--- config.mk ---
export PLATFORM = sky130hd
export DESIGN_NAME = presc_two_stage
export DESIGN_NICKNAME = d
export VERILOG_FILES = /design/src/rtl/presc_pkg.sv /design/src/rtl/presc_div_m.sv /design/src/rtl/presc_pow2.sv /design/src/rtl/presc_two_stage.sv
export SDC_FILE = /design/constraint.sdc
export NUM_CORES = 1
export LEC_CHECK = 0
export CORE_MARGIN = 2
export CORE_UTILIZATION = 60
export CTS_BUF_LIST = sky130_fd_sc_hd__clkbuf_8
export DETAILED_ROUTE_END_ITERATION = 10
export DONT_BUFFER_PORTS = 1
export GPL_ROUTABILITY_DRIVEN = 0
export PLACE_DENSITY_LB_ADDON = 0.1
export RECOVER_POWER = 100
export SLEW_MARGIN = 20
export SYNTH_ARGS = -nofsm -noshare
export SYNTH_HDL_FRONTEND = slang
export SYNTH_SLANG_ARGS = --single-unit
--- constraint.sdc ---
create_clock -name clk -period 4.1 [get_ports clk]
set_clock_uncertainty 0.15 [all_clocks]
set_input_delay 1.23 -clock clk [delete_from_list [all_inputs] [get_ports clk]]
set_output_delay 1.23 -clock clk [all_outputs]
set_load 0.02 [all_outputs]
--- src/rtl/presc_pkg.sv ---
package presc_pkg;
  localparam int unsigned RATIO_W   = 5;
  localparam int unsigned SEL_W     = 3;
  localparam int unsigned MAX_SHIFT = 5;

  // effective second-stage shift: out-of-range selects saturate at the top
  function automatic logic [SEL_W-1:0] clamp_shift(input logic [SEL_W-1:0] sel);
    if (sel > SEL_W'(MAX_SHIFT)) return SEL_W'(MAX_SHIFT);
    return sel;
  endfunction
endpackage

--- src/rtl/presc_div_m.sv ---
module presc_div_m #(
  parameter int unsigned RATIO_W = presc_pkg::RATIO_W
) (
  input  logic               clk,
  input  logic               rst_n,
  input  logic [RATIO_W-1:0] ratio,
  output logic               tick
);
  logic [RATIO_W-1:0] cnt_q;
  logic [RATIO_W-1:0] ratio_q;
  logic               chg;
  logic               hit;

  assign chg  = (ratio != ratio_q);
  assign hit  = (cnt_q == ratio);
  assign tick = rst_n && !chg && hit;

  always_ff @(posedge clk) begin
    if (!rst_n) begin
      cnt_q   <= '0;
      ratio_q <= '0;
    end else begin
      ratio_q <= ratio;
      if (chg || hit) cnt_q <= '0;
      else            cnt_q <= cnt_q + 1'b1;
    end
  end

  // a nonzero ratio can never yield back-to-back ticks
  assert_single_pulse_R10: assert property (@(posedge clk) disable iff (!rst_n)
    (tick && ratio != '0) |=> !tick);

  // steady divide-by-1 ticks every cycle
  assert_div1_every_cycle_R3: assert property (@(posedge clk) disable iff (!rst_n)
    (ratio == '0 && $past(ratio) == '0 && $past(rst_n)) |-> tick);

  // a changed ratio restarts the count from zero
  assert_restart_R9: assert property (@(posedge clk) disable iff (!rst_n)
    (ratio != ratio_q) |=> (cnt_q == '0));
endmodule

--- src/rtl/presc_pow2.sv ---
module presc_pow2 #(
  parameter int unsigned SEL_W     = presc_pkg::SEL_W,
  parameter int unsigned MAX_SHIFT = presc_pkg::MAX_SHIFT
) (
  input  logic             clk,
  input  logic             rst_n,
  input  logic             in_tick,
  input  logic [SEL_W-1:0] sel,
  output logic             out_tick
);
  logic [SEL_W-1:0]     eff_n;
  logic [MAX_SHIFT-1:0] mask;
  logic [MAX_SHIFT-1:0] cnt_q;

  assign eff_n = presc_pkg::clamp_shift(sel);

  always_comb begin
    for (int b = 0; b < MAX_SHIFT; b++) mask[b] = (b < int'(eff_n));
  end

  assign out_tick = in_tick && ((cnt_q & mask) == mask);

  always_ff @(posedge clk) begin
    if (!rst_n)       cnt_q <= '0;
    else if (in_tick) cnt_q <= cnt_q + 1'b1;
  end

  // with a shift of at least one, a pulse is followed by a quiet cycle
  assert_gap_after_pulse_R10: assert property (@(posedge clk) disable iff (!rst_n)
    (out_tick && eff_n != '0) |=> (!out_tick || eff_n != $past(eff_n)));

  assert_only_on_input_R4: assert property (@(posedge clk) disable iff (!rst_n)
    out_tick |-> in_tick);
endmodule

--- src/rtl/presc_two_stage.sv ---
module presc_two_stage #(
  parameter int unsigned N_GRP     = 4,
  parameter int unsigned N_IND     = 2,
  parameter int unsigned N_SGL     = 1,
  parameter int unsigned RATIO_W   = presc_pkg::RATIO_W,
  parameter int unsigned SEL_W     = presc_pkg::SEL_W,
  parameter int unsigned MAX_SHIFT = presc_pkg::MAX_SHIFT
) (
  input  logic                     clk,
  input  logic                     rst_n,
  input  logic [RATIO_W-1:0]       grp_ratio,
  input  logic [SEL_W*N_GRP-1:0]   grp_sel,
  input  logic [RATIO_W*N_IND-1:0] ind_ratio,
  input  logic [SEL_W*N_IND-1:0]   ind_sel,
  input  logic [RATIO_W*N_SGL-1:0] sgl_ratio,
  output logic [N_GRP-1:0]         grp_tick,
  output logic [N_IND-1:0]         ind_tick,
  output logic [N_SGL-1:0]         sgl_tick
);
  logic grp_base;

  presc_div_m #(.RATIO_W(RATIO_W)) u_grp_div (
    .clk(clk), .rst_n(rst_n), .ratio(grp_ratio), .tick(grp_base)
  );

  for (genvar g = 0; g < N_GRP; g++) begin : g_grp
    presc_pow2 #(.SEL_W(SEL_W), .MAX_SHIFT(MAX_SHIFT)) u_pow (
      .clk(clk), .rst_n(rst_n), .in_tick(grp_base),
      .sel(grp_sel[g*SEL_W +: SEL_W]), .out_tick(grp_tick[g])
    );

    assert_group_subset_R6: assert property (@(posedge clk) disable iff (!rst_n)
      grp_tick[g] |-> grp_base);

    assert_pass_through_R4: assert property (@(posedge clk) disable iff (!rst_n)
      (grp_sel[g*SEL_W +: SEL_W] == '0) |-> (grp_tick[g] == grp_base));
  end

  for (genvar c = 0; c < N_IND; c++) begin : g_ind
    logic base;
    presc_div_m #(.RATIO_W(RATIO_W)) u_div (
      .clk(clk), .rst_n(rst_n), .ratio(ind_ratio[c*RATIO_W +: RATIO_W]), .tick(base)
    );
    presc_pow2 #(.SEL_W(SEL_W), .MAX_SHIFT(MAX_SHIFT)) u_pow (
      .clk(clk), .rst_n(rst_n), .in_tick(base),
      .sel(ind_sel[c*SEL_W +: SEL_W]), .out_tick(ind_tick[c])
    );
  end

  for (genvar s = 0; s < N_SGL; s++) begin : g_sgl
    presc_div_m #(.RATIO_W(RATIO_W)) u_div (
      .clk(clk), .rst_n(rst_n), .ratio(sgl_ratio[s*RATIO_W +: RATIO_W]), .tick(sgl_tick[s])
    );
  end

  assert_quiet_in_reset_R1: assert property (@(posedge clk)
    !rst_n |-> (grp_tick == '0 && ind_tick == '0 && sgl_tick == '0));
endmodule

# After elaboration in Yosys (flattened, before gate mapping)
# Cells that the tools add are included.
dict set report op_classes {
  add_sub_neg 10
  n_eq_ne 14
  n_lt_le_gt_ge 36
  bitwise_logic 7
  n_reduce_logical 26
  n_mux 18
}
# cell n
set op_table {}
lappend op_table {{$add A5 B1 Y5 const B} 10}
lappend op_table {{$eq A5 B5 Y1} 10}
lappend op_table {{$lt A1 B3 Y1 const A} 12}
lappend op_table {{$lt A2 B3 Y1 const A} 12}
lappend op_table {{$mux W3} 12}
lappend op_table {{$and A5 B5 Y5} 6}
lappend op_table {{$ne A5 B5 Y1} 4}
lappend op_table {{$gt A3 B3 Y1 const B} 6}
lappend op_table {{$lt A3 B3 Y1 const A} 6}
lappend op_table {{$logic_and A1 B1 Y1} 14}
lappend op_table {{$reduce_or A2 Y1} 4}
lappend op_table {{$mux W1} 6}
lappend op_table {{$logic_not A1 Y1} 4}
lappend op_table {{$logic_or A1 B1 Y1} 4}
lappend op_table {{$not A1 Y1} 1}
dict set report totals {
  inputBits 40
  register_bits 70
  word_cells 125
}

# Logic depth before layout (Yosys ltp)
dict set report logic_depth {
  ltp_word 7
  ltp_mapped 6
}

# Hierarchy
# Synthesis repeated with hierarchy kept, for this count alone.
dict set report hier_totals {
  cells_unflattened 326
  hier_area_um2 3308.2
}
# mod n_inst seq_area_each_um2 cells_each area_per_inst_um2
set modules_own_cells {}
lappend modules_own_cells {presc_div_m 4 200.2 41 440.4}
lappend modules_own_cells {presc_pow2 6 100.1 27 257.7}

# Worst setup path before layout
# No wires, ideal clock.
dict set report synth_path {
  path_type {in2out}
  startpoint {in sgl_ratio[3]}
  endpoint {out sgl_tick}
  arrival_time_ns 2.455
  path_stages 4
  path_buffers 0
  path_slack_ns 0.265
  cell_sequence {xor2_1 -> nor4_1 -> nand3_1 -> nor4_1}
}
dict set report synth_via {
  elab_chain_cells 4
  elab_cells_between_ends 5
  cone_classes {eq/ne: 2; reduce/logical: 3}
}
# element line
set synth_lines {}
lappend synth_lines {{from (decl)} presc_two_stage.sv:15} ;# input logic [RATIO_W*N_SGL-1:0] sgl_ratio,
lappend synth_lines {{$ne A5 B5 Y1} presc_div_m.sv:14} ;# assign chg = (ratio != ratio_q);
lappend synth_lines {{$logic_not A1 Y1} presc_div_m.sv:16} ;# assign tick = rst_n && !chg && hit;
lappend synth_lines {{$logic_and A1 B1 Y1} presc_div_m.sv:16}
lappend synth_lines {{$logic_and A1 B1 Y1 *} presc_div_m.sv:16}
lappend synth_lines {{to (decl)} presc_two_stage.sv:18} ;# output logic [N_SGL-1:0] sgl_tick
# Every way passes the cells marked *; elsewhere a longest branch is shown, timed or not.

# Worst setup path after layout
dict set report layout_path {
  startpoint {in grp_ratio[1]}
  endpoint {out grp_tick[1]}
}
dict set report layout_via {
  elab_chain_cells 5
  elab_cells_between_ends 6
  cone_classes {eq/ne: 2; reduce/logical: 4}
}
# element line
set layout_lines {}
lappend layout_lines {{from (decl)} presc_two_stage.sv:11} ;# input logic [RATIO_W-1:0] grp_ratio,
lappend layout_lines {{$ne A5 B5 Y1} presc_div_m.sv:14}
lappend layout_lines {{$logic_not A1 Y1} presc_div_m.sv:16}
lappend layout_lines {{$logic_and A1 B1 Y1} presc_div_m.sv:16}
lappend layout_lines {{$logic_and A1 B1 Y1 *} presc_div_m.sv:16}
lappend layout_lines {{$logic_and A1 B1 Y1 *} presc_pow2.sv:21} ;# assign out_tick = in_tick && ((cnt_q & mask) == mask);
lappend layout_lines {{to (decl)} presc_two_stage.sv:16} ;# output logic [N_GRP-1:0] grp_tick,
# Marks and branches as above.

==> reports/results.env <==
FINAL_ANTENNA_NET_COUNT=0
DIE_AREA_UM2=7030
WORSTSETUPSTARTPOINTTYPE='input port'
POWER.LEAKAGE_nW=1.46
SYNTH_FP_NETS=466
ROUTEDWLPERCELL_UM=13.6
CLOCK_TREE.ROOT_CELL='clkbuf_8'
NUMCLOCKSINKS=70
FLOORPLAN.INITIALDENSITY=0.613
DRT_WL_TOTAL_UM=6790
SETUP-TNS-FINAL_PS=0
FIRST_GLOBAL_VIAS=2687
SLOWEST_DELAY_PS=520
LAYOUT.FILLER_CELLS=582
CRITICAL_PATH.N_BUFFERS_INVERTERS=0
CRITPATHTOPFAMILY='simple AND/OR/NAND/NOR gates'
YOSYSWARNINGCOUNT=0
SYNTH-SEQ-CELLS=70
GRT_MAX_DEGREE=85
CORE_REGION_AREA_UM2=6240
SYNTH-MAIN-FF-CELL='dfxtp_1'
WORSTPATHMAXFANOUT=8
SEQ_POWER_SHARE=0.493
NUMBER_OF_VIOLATIONS_REPORTED_AT_THE_END_OF_DETAILED_ROUTING_ITERATION_0=108
CELL_DEPTH_OF_THE_WORST_FLOP_TO_FLOP_PATH=5
ROWS=29
CHIPWIDTH_UM=83.8
POST_SYNTHESIS_CELL_AREA_UM2=3820
YS_ASYNC_SR_FRACTION=0
ANTENNA_VIOLATIONS_BEFORE_REPAIR=0
NUM-NETS-FINAL=466
POST_ROUTE_CELLS_DRIVE_ABOVE_1_SHARE=0.0618
TYPE_OF_ELEMENT_CAPTURING_THE_CRITICAL_PATH='primary output'
ROUTE.VIAS.TOTAL=2773
WORST_IR_DROP_VDD_mV=0.263
SWITCHINGPOWER_W=0.000318
GRT_USAGE=0.202
CELL_AREA_AFTER_PLACEMENT_UM2=3870
NETLIST-CELL-TYPE-COUNT=39
TIMING.FINAL.HOLD_VIOLATIONS=0
SETUP-VIOLATIONS-FINAL=0
REQUIRED_PS=2720
FINAL_DESIGN_AREA_NO_FILL_UM2=3980
STARTPOINT='grp_ratio[1]'
CTS_REPAIR_RESIZE_COUNT=0
CLK_LATENCY_PS=340
SYN2LAYOUT_AREA_GROWTH_PCT=4.12
MAXSLEWHEADROOM=0.603
CPMAXSTAGEDELAYCELL='nor4_4'
CLOCK.FMAX_GHz=0.260
TRITONCTS_CLOCK_TREE='done'
PLACE.PORT_BUFFERS=0
POST_SYNTH_MAIN_AREA_CONTRIBUTORS='dfxtp_1, mux2i_1, xnor2_1, nand2_1, nand2b_1'
CLKSLEWWORSTSETUPHOLDPATHS_PS=70
CTS_HOLD_REPAIR.BUFFERS=0
CAP_VIOLATIONS=0
REGTOREGSTARTPOINT='u_grp_div.cnt_q[2]$_SDFF_PP0_'
COUNT_OF_TRITONROUTE_ITERATIONS_IN_THE_FIRST_ROUTING_PASS=4
POWER.DENSITY_CELL_AREA_nW_PER_UM2=355
TIGHTESTPINTRANSITION_PS=595
CTS_SETUP_BUFFERS=0
POWER.COMBINATIONAL.FRACTION=0.058
WORSTSETUPENDPOINT='grp_tick[1]'
POST-ROUTE-DRC-COUNT=0
SYNTHCELLS=416
CRIT_PATH_CELL_TRACE='xnor2_1, nand2_1, nor4_4, and4_1'
POST-ROUTE-PERIOD-UTIL=0.938
N_ANTENNA_CELL=0
SETUP.REG_TO_REG.WORST_SLACK_PS=2050
HOLD_PATH_CLASS='reg -> reg'
WORST_HOLD_PATH.NUM_CELLS=2
CRITICAL_PATH.REG2REG.ENDPOINT='g_grp[1].u_pow.cnt_q[1]$_SDFFE_PN0P_'
P_SW_FRAC=0.225
DIE_H_UM=83.8
FINALWORSTSETUPSLACK_PS=254
TIMING.FINAL.CRIT_PERIOD_PS=3850
WIRE_LENGTH_OF_THE_FIRST_GLOBAL_ROUTING_PASS_UM=11600
RUN_STATUS='complete, no violations'
CTS.PATH.MAX_BUFFERS=2
SYNTH_AREA_LEADER_CELL='dfxtp_1'
SYNTH_SEQ_AREA_SHARE=0.366
PRECTSSETUPSLACK_PS=205
ROUTED_VIA_DENSITY=5.57
MAX_TRANSITION_VIOLS_FINAL=0
CLOCK_BUFFER_COUNT_FROM_CTS=9
CRITICAL_PATH_DEPTH=4
POWER.CLOCK.FRACTION=0.449
INTPOWER_W=0.00109
CTS_MAX_LEVEL=3
SYNTH_AREA_PER_CELL_UM2=9.19
UNREPAIRED_SETUP_ENDPOINTS_AFTER_GLOBAL_ROUTING='no'
YOSYS.AREA.TOP_TYPE_SHARE=0.366
GRT_OVERFLOW=0
FINAL_CELL_MIX='dfxtp_1, nand2_1, xnor2_1'
IOPINCOUNT=47
PLACE.DETAILED.HPWL_UM=4710
LAYOUT_COMMONEST_CELL='dfxtp_1'
NUMBER_OF_ENABLE_TYPE_REGISTER_CELLS_IN_THE_SYNTHESIZED_NETLIST=0
CRITICAL_PATH_ARRIVAL_PS=2470
WORST-SETUP-PATH-TYPE='in -> out'
metal layers:
metal | vias to the layer above | global-route usage | share of wire
li1 | 1434 | - | -
met2 | 38 | 0.343 | 0.48
met1 | 1291 | 0.249 | 0.48
met5 | - | 0 | 0
met3 | 10 | 0.0425 | 0.030
met4 | 0 | 0.0836 | 0.017
Yosys cell counts, types with 2 or more instances:
cell type	count
a211o_1	2
a21oi_1	4
a41oi_1	4
and2_1	22
and3_1	18
buf_2	4
buf_4	8
buf_6	2
clkbuf_1	6
dfxtp_1	70
ha_1	10
inv_1	14
mux2i_1	30
nand2_1	47
nand2b_1	24
nand3_1	30
nand4_1	2
nor2_1	11
nor3_1	9
nor3b_1	2
nor4_1	10
nor4_2	10
nor4_4	2
o211ai_1	5
o21ai_0	3
o221ai_1	5
xnor2_1	34
xnor2_2	4
xor2_1	14
power groups by stage:
stage          sequential [W]  clock [W]  combinational [W]
6_report             0.000696   0.000635          0.0000821
5_1_grt              0.000697   0.000681          0.0000928
4_1_cts              0.000696   0.000650          0.0000888
3_5_place_dp         0.000712          0          0.0000886
3_3_place_gp         0.000712          0          0.0000865
2_1_floorplan        0.000711          0          0.0000857
layout make-up:
cell class              instances  area, µm²  share of cell area
flip-flops and latches         70       1400               0.352
multi-input cells             311       2150               0.540
inverters                      14       52.6              0.0132
well taps                      77       96.3              0.0242
repair buffers                 10       52.6              0.0132
clock buffers                  10        138              0.0346
clock inverters                 6       92.6              0.0233
through the flow:
step	cells	utilization	hold WS, ps	power (W)
2_1_floorplan	416	-	289	0.000797
3_3_place_gp	482	0.619	302	0.000798
3_5_place_dp	482	0.619	318	0.000801
4_1_cts	498	0.656	329	0.00144
5_1_grt	498	0.638	345	0.00147
6_report	498	0.638	322	0.00141
sequential cells by signal, indices dropped and copies added, names as in the netlist:
signal	flops
g_grp.u_pow.cnt_q	20
g_ind.u_div.cnt_q	10
g_ind.u_div.ratio_q	10
g_ind.u_pow.cnt_q	10
g_sgl.u_div.cnt_q	5
g_sgl.u_div.ratio_q	5
u_grp_div.cnt_q	5
u_grp_div.ratio_q	5
cell families after synthesis:
family / synth area share
AO/OA/AOI/OAI: 0.0481
XOR/XNOR: 0.127
adder cells (fa/ha/maj): 0.0327
buffers and inverters: 0.0474
flip-flops: 0.366
multiplexers: 0.0785
AND/OR/NAND/NOR: 0.300
worst min-delay path by stage:
stage                                               from                              endpoint  slack [ps]
floorplan           g_grp[1].u_pow.cnt_q[4]$_SDFFE_PN0P_  g_grp[1].u_pow.cnt_q[4]$_SDFFE_PN0P_         290
global placement    g_grp[1].u_pow.cnt_q[4]$_SDFFE_PN0P_  g_grp[1].u_pow.cnt_q[4]$_SDFFE_PN0P_         300
detailed placement  g_grp[1].u_pow.cnt_q[4]$_SDFFE_PN0P_  g_grp[1].u_pow.cnt_q[4]$_SDFFE_PN0P_         320
CTS                 g_grp[1].u_pow.cnt_q[4]$_SDFFE_PN0P_  g_grp[1].u_pow.cnt_q[4]$_SDFFE_PN0P_         330
global route          g_ind[0].u_div.cnt_q[0]$_SDFF_PP0_    g_ind[0].u_div.cnt_q[0]$_SDFF_PP0_         340
finish              g_grp[1].u_pow.cnt_q[4]$_SDFFE_PN0P_  g_grp[1].u_pow.cnt_q[4]$_SDFFE_PN0P_         320
worst register-to-register path: cells and delay by family (launching register included):
| family | cells | cell delay (ps) |
|---|---|---|
| muxes | 1 | 240 |
| xor gates and xnor gates | 1 | 170 |
| and+or+nand+nor | 2 | 640 |
| DFF | 1 | 450 |
| buffers and inverters | 1 | 330 |
No activity file was read; power rests on OpenSTA's default activity.
